--- src/rtl/stk_pkg.sv ---
package stk_pkg;
  typedef enum logic [2:0] {
    OP_LIT   = 3'd0,
    OP_RAISE = 3'd1,
    OP_DROP  = 3'd2,
    OP_COPY  = 3'd3,
    OP_SWAP  = 3'd4,
    OP_ZCHK  = 3'd5,
    OP_ZCHK2 = 3'd6,
    OP_RANGE = 3'd7
  } stk_op_e;

  localparam logic [1:0] TRAP_NONE  = 2'd0;
  localparam logic [1:0] TRAP_PTR   = 2'd1;
  localparam logic [1:0] TRAP_RANGE = 2'd2;
endpackage

--- src/rtl/stk_file.sv ---
module stk_file #(
  parameter int W     = 16,
  parameter int DEPTH = 8,
  localparam int AW   = (DEPTH > 1) ? $clog2(DEPTH) : 1
) (
  input  logic          clk,
  input  logic          we_a,
  input  logic [AW-1:0] addr_a,
  input  logic [W-1:0]  data_a,
  input  logic          we_b,
  input  logic [AW-1:0] addr_b,
  input  logic [W-1:0]  data_b,
  input  logic [AW-1:0] addr_t,
  input  logic [AW-1:0] addr_n,
  output logic [W-1:0]  rd_t,
  output logic [W-1:0]  rd_n
);
  logic [W-1:0] rows [DEPTH];

  for (genvar g = 0; g < DEPTH; g++) begin : g_row
    logic [W-1:0] q;
    always_ff @(posedge clk) begin
      if (we_a && addr_a == AW'(g))      q <= data_a;
      else if (we_b && addr_b == AW'(g)) q <= data_b;
    end
    assign rows[g] = q;
  end

  assign rd_t = rows[addr_t];
  assign rd_n = rows[addr_n];
endmodule

--- src/rtl/stk_check.sv ---
module stk_check
  import stk_pkg::*;
#(
  parameter int W = 16
) (
  input  stk_op_e      op,
  input  logic [W-1:0] tos,
  input  logic [W-1:0] nos,
  output logic         ptr_fault,
  output logic         range_fault
);
  logic top_zero, pair_zero;

  assign top_zero  = (tos == '0);
  assign pair_zero = ((tos | nos) == '0);

  always_comb begin
    ptr_fault   = 1'b0;
    range_fault = 1'b0;
    unique case (op)
      OP_ZCHK:  ptr_fault   = top_zero;
      OP_ZCHK2: ptr_fault   = pair_zero;
      OP_RANGE: range_fault = (nos >= tos);
      default: ;
    endcase
  end
endmodule

--- src/rtl/stk_ctrl.sv ---
module stk_ctrl
  import stk_pkg::*;
#(
  parameter int W        = 16,
  parameter int DEPTH    = 8,
  parameter int REEXPOSE = 2,
  localparam int AW      = (DEPTH > 1) ? $clog2(DEPTH) : 1,
  localparam int PW      = $clog2(DEPTH + 1),
  localparam int SW      = $clog2(REEXPOSE + 1)
) (
  input  stk_op_e       op,
  input  logic [W-1:0]  lit,
  input  logic [W-1:0]  tos,
  input  logic [W-1:0]  nos,
  input  logic [PW-1:0] sp,
  input  logic [SW-1:0] spare,
  output logic          legal,
  output logic          we_a,
  output logic [AW-1:0] addr_a,
  output logic [W-1:0]  data_a,
  output logic          we_b,
  output logic [AW-1:0] addr_b,
  output logic [W-1:0]  data_b,
  output logic [PW-1:0] sp_nx,
  output logic [SW-1:0] spare_nx
);
  localparam logic [PW-1:0] FULL = PW'(DEPTH);
  localparam logic [SW-1:0] SMAX = SW'(REEXPOSE);

  logic          has1, has2, room;
  logic [AW-1:0] free_a, top_a, sec_a;
  logic [PW-1:0] sp_up, sp_dn;
  logic [SW-1:0] spare_up;

  assign has1     = (sp != '0);
  assign has2     = (sp > PW'(1));
  assign room     = (sp < FULL);
  assign sp_up    = sp + PW'(1);
  assign sp_dn    = sp - PW'(1);
  assign free_a   = AW'(sp);
  assign top_a    = AW'(sp - PW'(1));
  assign sec_a    = AW'(sp - PW'(2));
  assign spare_up = (spare == SMAX) ? spare : spare + SW'(1);

  always_comb begin
    legal    = 1'b0;
    we_a     = 1'b0;
    addr_a   = free_a;
    data_a   = lit;
    we_b     = 1'b0;
    addr_b   = sec_a;
    data_b   = tos;
    sp_nx    = sp;
    spare_nx = spare;
    unique case (op)
      OP_LIT: begin
        legal    = room;
        we_a     = 1'b1;
        sp_nx    = sp_up;
        spare_nx = '0;
      end
      OP_RAISE: begin
        legal    = (spare != '0) && room;
        sp_nx    = sp_up;
        spare_nx = spare - SW'(1);
      end
      OP_DROP: begin
        legal    = has1;
        sp_nx    = sp_dn;
        spare_nx = spare_up;
      end
      OP_COPY: begin
        legal    = has1 && room;
        we_a     = 1'b1;
        data_a   = tos;
        sp_nx    = sp_up;
        spare_nx = '0;
      end
      OP_SWAP: begin
        legal  = has2;
        we_a   = 1'b1;
        addr_a = top_a;
        data_a = nos;
        we_b   = 1'b1;
      end
      OP_ZCHK:  legal = has1;
      OP_ZCHK2: legal = has2;
      OP_RANGE: begin
        legal    = has2;
        sp_nx    = sp_dn;
        spare_nx = spare_up;
      end
      default: ;
    endcase
  end
endmodule

--- src/rtl/stack_guard_unit.sv ---
module stack_guard_unit
  import stk_pkg::*;
#(
  parameter int W        = 16,
  parameter int DEPTH    = 8,
  parameter int REEXPOSE = 2,
  localparam int AW      = (DEPTH > 1) ? $clog2(DEPTH) : 1,
  localparam int PW      = $clog2(DEPTH + 1),
  localparam int SW      = $clog2(REEXPOSE + 1)
) (
  input  logic          clk,
  input  logic          rst_n,
  input  logic          cmd_valid,
  output logic          cmd_ready,
  input  logic [2:0]    cmd_op,
  input  logic [W-1:0]  cmd_lit,
  output logic          done,
  output logic          trap,
  output logic [1:0]    trap_code,
  output logic          stack_err,
  output logic [PW-1:0] depth,
  output logic [W-1:0]  tos,
  output logic [W-1:0]  nos
);
  stk_op_e       op;
  logic          accept, legal;
  logic          we_a, we_b;
  logic [AW-1:0] addr_a, addr_b, addr_t, addr_n;
  logic [W-1:0]  data_a, data_b, rd_t, rd_n;
  logic [PW-1:0] sp_q, sp_nx;
  logic [SW-1:0] spare_q, spare_nx;
  logic          ptr_fault, range_fault;
  logic          rdy_q, done_q, trap_q, err_q;
  logic [1:0]    code_q;

  assign op     = stk_op_e'(cmd_op);
  assign accept = cmd_valid && rdy_q;
  assign addr_t = AW'(sp_q - PW'(1));
  assign addr_n = AW'(sp_q - PW'(2));

  stk_file #(.W(W), .DEPTH(DEPTH)) u_file (
    .clk    (clk),
    .we_a   (we_a && legal && accept),
    .addr_a (addr_a),
    .data_a (data_a),
    .we_b   (we_b && legal && accept),
    .addr_b (addr_b),
    .data_b (data_b),
    .addr_t (addr_t),
    .addr_n (addr_n),
    .rd_t   (rd_t),
    .rd_n   (rd_n)
  );

  stk_ctrl #(.W(W), .DEPTH(DEPTH), .REEXPOSE(REEXPOSE)) u_ctrl (
    .op       (op),
    .lit      (cmd_lit),
    .tos      (tos),
    .nos      (nos),
    .sp       (sp_q),
    .spare    (spare_q),
    .legal    (legal),
    .we_a     (we_a),
    .addr_a   (addr_a),
    .data_a   (data_a),
    .we_b     (we_b),
    .addr_b   (addr_b),
    .data_b   (data_b),
    .sp_nx    (sp_nx),
    .spare_nx (spare_nx)
  );

  stk_check #(.W(W)) u_check (
    .op          (op),
    .tos         (tos),
    .nos         (nos),
    .ptr_fault   (ptr_fault),
    .range_fault (range_fault)
  );

  always_ff @(posedge clk) begin
    if (!rst_n) begin
      rdy_q   <= 1'b0;
      sp_q    <= '0;
      spare_q <= '0;
      done_q  <= 1'b0;
      trap_q  <= 1'b0;
      err_q   <= 1'b0;
      code_q  <= TRAP_NONE;
    end else begin
      rdy_q  <= 1'b1;
      done_q <= accept;
      err_q  <= accept && !legal;
      trap_q <= accept && legal && (ptr_fault || range_fault);
      if (accept && legal) begin
        sp_q    <= sp_nx;
        spare_q <= spare_nx;
        code_q  <= ptr_fault   ? TRAP_PTR :
                   range_fault ? TRAP_RANGE : TRAP_NONE;
      end else begin
        code_q <= TRAP_NONE;
      end
    end
  end

  assign cmd_ready = rdy_q;
  assign done      = done_q;
  assign trap      = trap_q;
  assign trap_code = code_q;
  assign stack_err = err_q;
  assign depth     = sp_q;
  assign tos       = (sp_q != '0)     ? rd_t : '0;
  assign nos       = (sp_q > PW'(1))  ? rd_n : '0;
endmodule

--- config.mk ---
export PLATFORM = sky130hd
export DESIGN_NAME = stack_guard_unit
export DESIGN_NICKNAME = d
export VERILOG_FILES = /design/src/rtl/stk_pkg.sv /design/src/rtl/stk_file.sv /design/src/rtl/stk_check.sv /design/src/rtl/stk_ctrl.sv /design/src/rtl/stack_guard_unit.sv
export SDC_FILE = /design/constraint.sdc
export NUM_CORES = 1
export LEC_CHECK = 0
export BUFFER_PORTS_ARGS = -buffer_cell sky130_fd_sc_hd__buf_2
export CORE_MARGIN = 4
export CORE_UTILIZATION = 45
export CTS_CLUSTER_DIAMETER = 40
export DETAILED_ROUTE_END_ITERATION = 16
export PLACE_DENSITY = 0.66
export SLEW_MARGIN = 10
export SYNTH_ARGS = -nofsm -noshare
export SYNTH_HDL_FRONTEND = slang
export SYNTH_HIERARCHICAL = 1
export SYNTH_SLANG_ARGS = --single-unit
--- constraint.sdc ---
create_clock -name clk -period 4.5 [get_ports clk]
set_input_delay 0.45 -clock clk [delete_from_list [all_inputs] [get_ports clk]]
set_output_delay 0.45 -clock clk [all_outputs]
set_load 0.01 [all_outputs]
==> results.toml, run 1 <==
[finish]
layout-area-overhead-vs-synth_pct = 10.0
multi_input_area_mm2 = 0.00553
seq_area_mm2 = 0.00409
fin_util_pct = 51.0
fillCellCount = 1818
antenna_cells = 0
instances_no_fill = 1084
nets = 855
final_common_cell = "mux2_2"
stdcell_area_mm2 = 0.0113
drive_gt1_share_pct = 42.9
final_cell_mix = "mux2_2 (151), edfxtp_1 (128), buf_2 (63), nand2_1 (53)"

[clocking]
cts_buffers = 17
clockRootBuffer = "clkbuf_16"
cts_max_path_buffers = 2
insertion_delay_ns = 0.43
cts_tree = "built"
h-tree-depth = 4
clkSlewWorstSetupHoldPaths_ns = 0.07
clock_sinks = 140

[grt]
antenna_found_initial = 0
track_usage_pct = 22.0
first_global_vias = 7003
grt_pass1_wl_um = 42500
grt_overflow = 0
grt_max_degree = 44

[timing]
setup_tns_ns = 0
tightest_slew_ns = 0.971
finalHoldViolCount = 0
fmax_ghz = 0.238
fin_crit_sh_pct = 93.2
slew_violations = 0
rsz0062_at_grt = "no"
finalSetupViolations = 0
finalCriticalPeriod_ns = 4.20
worst_clock_skew_ns = 0.00853
slew_headroom_pct = 35.2

[floorplanning]
die_x_um = 159
row_count = 54
floorplan.initialDensity_pct = 46.4
core_mm2 = 0.0221
ios = 64
die-area_mm2 = 0.0253
die_y_um = 159

[critical_path]
critPathCaptureType = "register"
max_stage_delay_ns = 0.61
critPathKind = "register to register"
required_ns = 4.68
ff2ff_setup_slack_ns = 0.30
arrival_ns = 4.37
cp_num_buf_inv = 3
crit_path_max_fanout = 43
cp-start-kind = "register"
cp_cell_sequence = "buf_6 -> inv_1 -> ha_1 -> a21oi_1 -> o22ai_1 -> o21bai_1 -> and3_1 -> and2_1 -> and4bb_2 -> buf_4 -> mux2_2"
crit_family = "simple AND/OR/NAND/NOR gates"
cp_slowest_cell = "and4bb_2"

[synthesis]
synth_seq_area_share_pct = 39.9
ys_seq_elements = 140
ys_warn_count = 6
synthesis.nets = 806
synthArstFlopShare_pct = 0
yosysUniqueCellTypes = 55
synth_edf_count = 128
syn_inst = 742
avgSynthCellArea_um2 = 13.8
syn_area_mm2 = 0.0102
synth_top_flop_cell = "edfxtp_1"

[placed_design]
dpl_cell_area_mm2 = 0.0107
dp_hpwl_um = 18000
dp_cells = 1052
routabilityCongestion = 0.855
io_buffers = 63

[power]
power_mw = 3.31
ir_drop_uv = 192
powerDensity_mw_per_mm2 = 293
p_leak_nw = 4.55

[hold_path]
hold_class = "input port to register"

[run]
max-cap-violations = 0

[detailed_routing]
drc = 0
via_count = 6845
dr.pass1.iters = 5
routedWlPerCell_um = 26.1
drt_iter0_drc = 691
ant_nets = 0
routed_wl_um = 28300
vias_per_cell = 6.31

[status]
outcome = "finished, final reports clean"
[report_power, final]
group / switching, mW / internal (mW) / total [mW] / leakage (nW)
Clock: 0.596 / 0.769 / 1.36 / 0.276
Sequential: 0.00481 / 1.43 / 1.43 / 1.28
Combinational: 0.285 / 0.227 / 0.512 / 2.99
Total: 0.885 / 2.42 / 3.31 / 4.55
[cell usage after synthesis (all sizes together), types with 5 or more instances]
library cell  instances  share of area (%)
a22oi                16                1.2
nor2                 16               0.68
nand2                53                1.9
ha                   42                5.1
mux4                 64                 16
mux2i                 8               0.78
buf                  60                5.0
nand4                 8               0.55
inv                  49                1.8
dfxtp                12                2.3
nor2b                21                1.3
mux2                160                 18
edfxtp              128                 38
o21ai                 8               0.39
a21oi                17               0.83
xnor2                 6               0.51
o21bai                6               0.44
clkbuf                5               0.18
a21boi               17                1.6
nor4                  5               0.37
[worst register-to-register path: cells and delay by family (launching register included)]
family	cells	cell delay [ns]
DFF	1	0.35
muxes	1	0.37
AOI/OAI and AO/OA	3	0.57
and+or+nand+nor	3	1.34
adders and majority gates	1	0.30
buffers and inverters	3	1.01
[area by class of cell]
class,count,share of cell area (%)
tap,280,3.11
clock buffer,17,3.77
sequential,140,36.2
clock inverter,15,1.24
timing repair buffer,95,4.99
inverter,49,1.63
multi-input combinational,488,49.0
[per-stage QoR]
step	hold slack [ns]	setup slack, ns
after floorplan	0.447	0.825
after global routing	0.307	0.0389
after CTS	0.288	0.158
after detailed placement	0.483	0.167
after global placement	0.461	0.256
final	0.304	0.304
[state kept, by name, indices dropped and copies added, names as in the netlist]
signal	count
stack_err	1
trap_code	2
u_file/g_row.q	128
trap	1
cmd_ready	1
spare_q	2
depth	4
done	1
[logic make-up after synthesis]
kind of cell	synth area share [%]
mux	34.5
buf+inv	6.98
simple gates	7.55
fa+ha+maj	5.13
xor+xnor	0.684
compound gates	5.29
flops	39.9
[per-layer routing]
layer  global-route usage [%]  part of all wire [%]  vias to the layer above
met5                        0                     0                        -
met4                     8.01                   2.9                        0
met3                     3.94                   7.2                       57
met2                     36.1                    48                      332
met1                     29.4                    42                     3487
li1                         -                     -                     2969
[worst paths after layout]
path,from,to,cells past startpoint
setup / recovery,depth[0]$_SDFFE_PN0P_,u_file/g_row[4].q[11]$_DFFE_PP_,11
hold / removal,rst_n,cmd_ready$_DFF_P_,1
setup reg to reg,depth[0]$_SDFFE_PN0P_,u_file/g_row[4].q[11]$_DFFE_PP_,11
hold reg to reg,spare_q[1]$_SDFFE_PN0P_,spare_q[1]$_SDFFE_PN0P_,2
[repair_timing]
| item | 4_1_cts | 5_1_grt |
|---|---|---|
| endpoints found under the hold margin | 0 | 0 |
| resized for setup | 0 | 12 |
| hold buffers | 0 | 0 |
| setup buffers | 0 | 0 |
| endpoints found under the setup margin | 0 | 26 |
Power figures use the tool's default switching activity.
==> run 2: changes to the inputs <==
--- a/config.mk
+++ b/config.mk
@@ -8,6 +8,7 @@
 export BUFFER_PORTS_ARGS = -buffer_cell sky130_fd_sc_hd__buf_2
 export CORE_MARGIN = 4
 export CORE_UTILIZATION = 45
+export CTS_BUF_LIST = sky130_fd_sc_hd__clkbuf_8
 export CTS_CLUSTER_DIAMETER = 40
 export DETAILED_ROUTE_END_ITERATION = 16
 export PLACE_DENSITY = 0.66
==> constraint.sdc (replaced) <==
create_clock -name clk -period 4.9 [get_ports clk]
set_input_delay 0.49 -clock clk [delete_from_list [all_inputs] [get_ports clk]]
set_output_delay 0.49 -clock clk [all_outputs]
set_load 0.01 [all_outputs]
==> run 2 against run 1 <==
Cell count decreased by 0.18%. Hold slack better by 0.0081 ns. Sequential power shrank 8%. Die area unchanged. Clock power is 34% lower. Combinational power fell by 9.2%. Global-route usage grew 0.097 points. Setup slack worse by 0.065 ns. Highest routed layer unchanged.
==> results.toml, run 2 (synthesized netlist as in run 1, its figures left out) <==
[placed_design]
dp_hpwl_um = 18300
pre_cts_ws_ns = 0.290
routabilityCongestion = 0.852
io_buffers = 63

[critical_path]
r2r-start = "depth[0]$_SDFFE_PN0P_"
critPathKind = "register to register"
startpoint = "depth[0]$_SDFFE_PN0P_"
ff2ff_setup_slack_ns = 0.24
crit_path_max_fanout = 41
crit_family = "simple AND/OR/NAND/NOR gates"
critical_path_depth = 11
cp_cell_sequence = "buf_4 -> inv_1 -> ha_1 -> nand2_1 -> o211ai_1 -> a21oi_1 -> o21bai_1 -> and3_1 -> and2_1 -> and4bb_2 -> o21bai_2"
cp-start-kind = "register"
max_stage_delay_ns = 0.68
crit_end = "u_file/g_row[1].q[14]$_DFFE_PP_"
required_ns = 4.97
rr_worst_depth = 11
critPathCaptureType = "register"
timing.rr.end = "u_file/g_row[1].q[14]$_DFFE_PP_"
cp_num_buf_inv = 2
arrival_ns = 4.73
cp_slowest_cell = "and4bb_2"

[timing]
setup_tns_ns = 0
finalHoldViolCount = 0
slew_headroom_pct = 11.7
final.setup.worst_slack_ns = 0.239
worst_clock_skew_ns = 0.0146
fmax_ghz = 0.215
rsz0062_at_grt = "no"
tightest_slew_ns = 1.32
fin_crit_sh_pct = 95.1
finalSetupViolations = 0
hold_slack_ns = 0.312
slew_violations = 0
finalCriticalPeriod_ns = 4.66

[finish]
final_cell_mix = "mux2_2 (151), edfxtp_1 (128), buf_2 (63), nand2_1 (53), inv_1 (51)"
drive_gt1_share_pct = 41.5
nets = 853
largest_reg_flops = 128
fillCellCount = 1885
layout-area-overhead-vs-synth_pct = 7.50
top_register = "u_file/g_row.q"
final_common_cell = "mux2_2"
antenna_cells = 0

[clocking]
clkSlewWorstSetupHoldPaths_ns = 0.08
cts_tree = "built"
ctsHoldBuffers = 0
cts_setup_buffers = 0
cts_resized = 0
insertion_delay_ns = 0.46
h-tree-depth = 4
cts_max_path_buffers = 2
clock_sinks = 140
cts_buffers = 17
clockRootBuffer = "clkbuf_8"

[floorplanning]
die_x_um = 159
die_y_um = 159
core_mm2 = 0.0221
row_count = 54
ios = 64
die-area_mm2 = 0.0253
floorplan.initialDensity_pct = 46.4

[grt]
first_global_vias = 7010
grt_max_degree = 42
track_usage_pct = 22.1
antenna_found_initial = 0
grt_overflow = 0
grt_pass1_wl_um = 42900

[status]
outcome = "finished, final reports clean"

[detailed_routing]
ant_nets = 0
via_count = 6790
dr.pass1.iters = 5
vias_per_cell = 6.28
drt_iter0_drc = 485
drc = 0
routedWlPerCell_um = 25.9
routed_wl_um = 28000

[power]
powerDensity_mw_per_mm2 = 243
ir_drop_uv = 153
p_leak_nw = 4.45

[run]
max-cap-violations = 0

[hold_path]
holdCritStartpoint = "rst_n"
hold_class = "input port to register"
[run 2: cell types whose count changed in the layout (fill, tap and decap cells not counted), moves of 3 or more]
| cell | delta |
|---|---|
| clkbuf_16 | -17 |
| clkbuf_8 | +17 |
| clkinv_2 | +4 |
| clkinv_4 | -3 |
| inv_1 | +3 |
| inv_6 | -3 |
| nor2b_1 | +8 |
| nor2b_2 | -8 |
[run 2: per-layer routing]
metal	vias up	track usage, %	wire length, µm
met4	0	6.23	548
met1	3473	30.3	12200
li1	2963	-	-
met5	-	0	0
met3	45	3.50	1840
met2	309	36.6	13400
[run 2: worst register-to-register path, cell delays in order (launching register included)]
cell and delay (ns):
dfxtp_2 0.37, buf_4 0.62, inv_1 0.26, ha_1 0.32, nand2_1 0.10, o211ai_1 0.10, a21oi_1 0.16, o21bai_1 0.18
and3_1 0.51, and2_1 0.40, and4bb_2 0.68, o21bai_2 0.57
[run 2: power by group]
group	switching (mW)	internal, mW	total, mW
Combinational	0.259	0.206	0.465
Clock	0.458	0.442	0.900
Sequential	0.00417	1.31	1.31
Total	0.721	1.96	2.68
[run 2: worst min-delay path by stage]
| stage | to | slack [ns] | cells after the start |
|---|---|---|---|
| final | cmd_ready$_DFF_P_ | 0.31 | 1 |
| after global routing | cmd_ready$_DFF_P_ | 0.30 | 1 |
| after CTS | cmd_ready$_DFF_P_ | 0.29 | 1 |
| after detailed placement | spare_q[1]$_SDFFE_PN0P_ | 0.47 | 2 |
| after global placement | spare_q[1]$_SDFFE_PN0P_ | 0.46 | 2 |
| after floorplan | spare_q[1]$_SDFFE_PN0P_ | 0.45 | 2 |
[run 2: area by class of cell]
class / instances / area (µm²) / share of cell area, %
Multi-Input combinational cell: 488 / 5490 / 49.8
Sequential cell: 140 / 4090 / 37.1
Timing Repair Buffer: 93 / 541 / 4.91
Tap cell: 280 / 350 / 3.18
Clock buffer: 17 / 234 / 2.12
Inverter: 49 / 184 / 1.67
Clock inverter: 15 / 134 / 1.22
[run 2: per-stage QoR]
step           power (mW)  utilization [%]  area [µm²]  cells
2_1_floorplan        1.69                -       10200    742
3_3_place_gp         1.78             48.2       10600   1050
3_5_place_dp         1.80             48.2       10600   1050
4_1_cts              2.69             49.8       11000   1082
5_1_grt              2.78             49.9       11000   1082
6_report             2.68             49.9       11000   1082
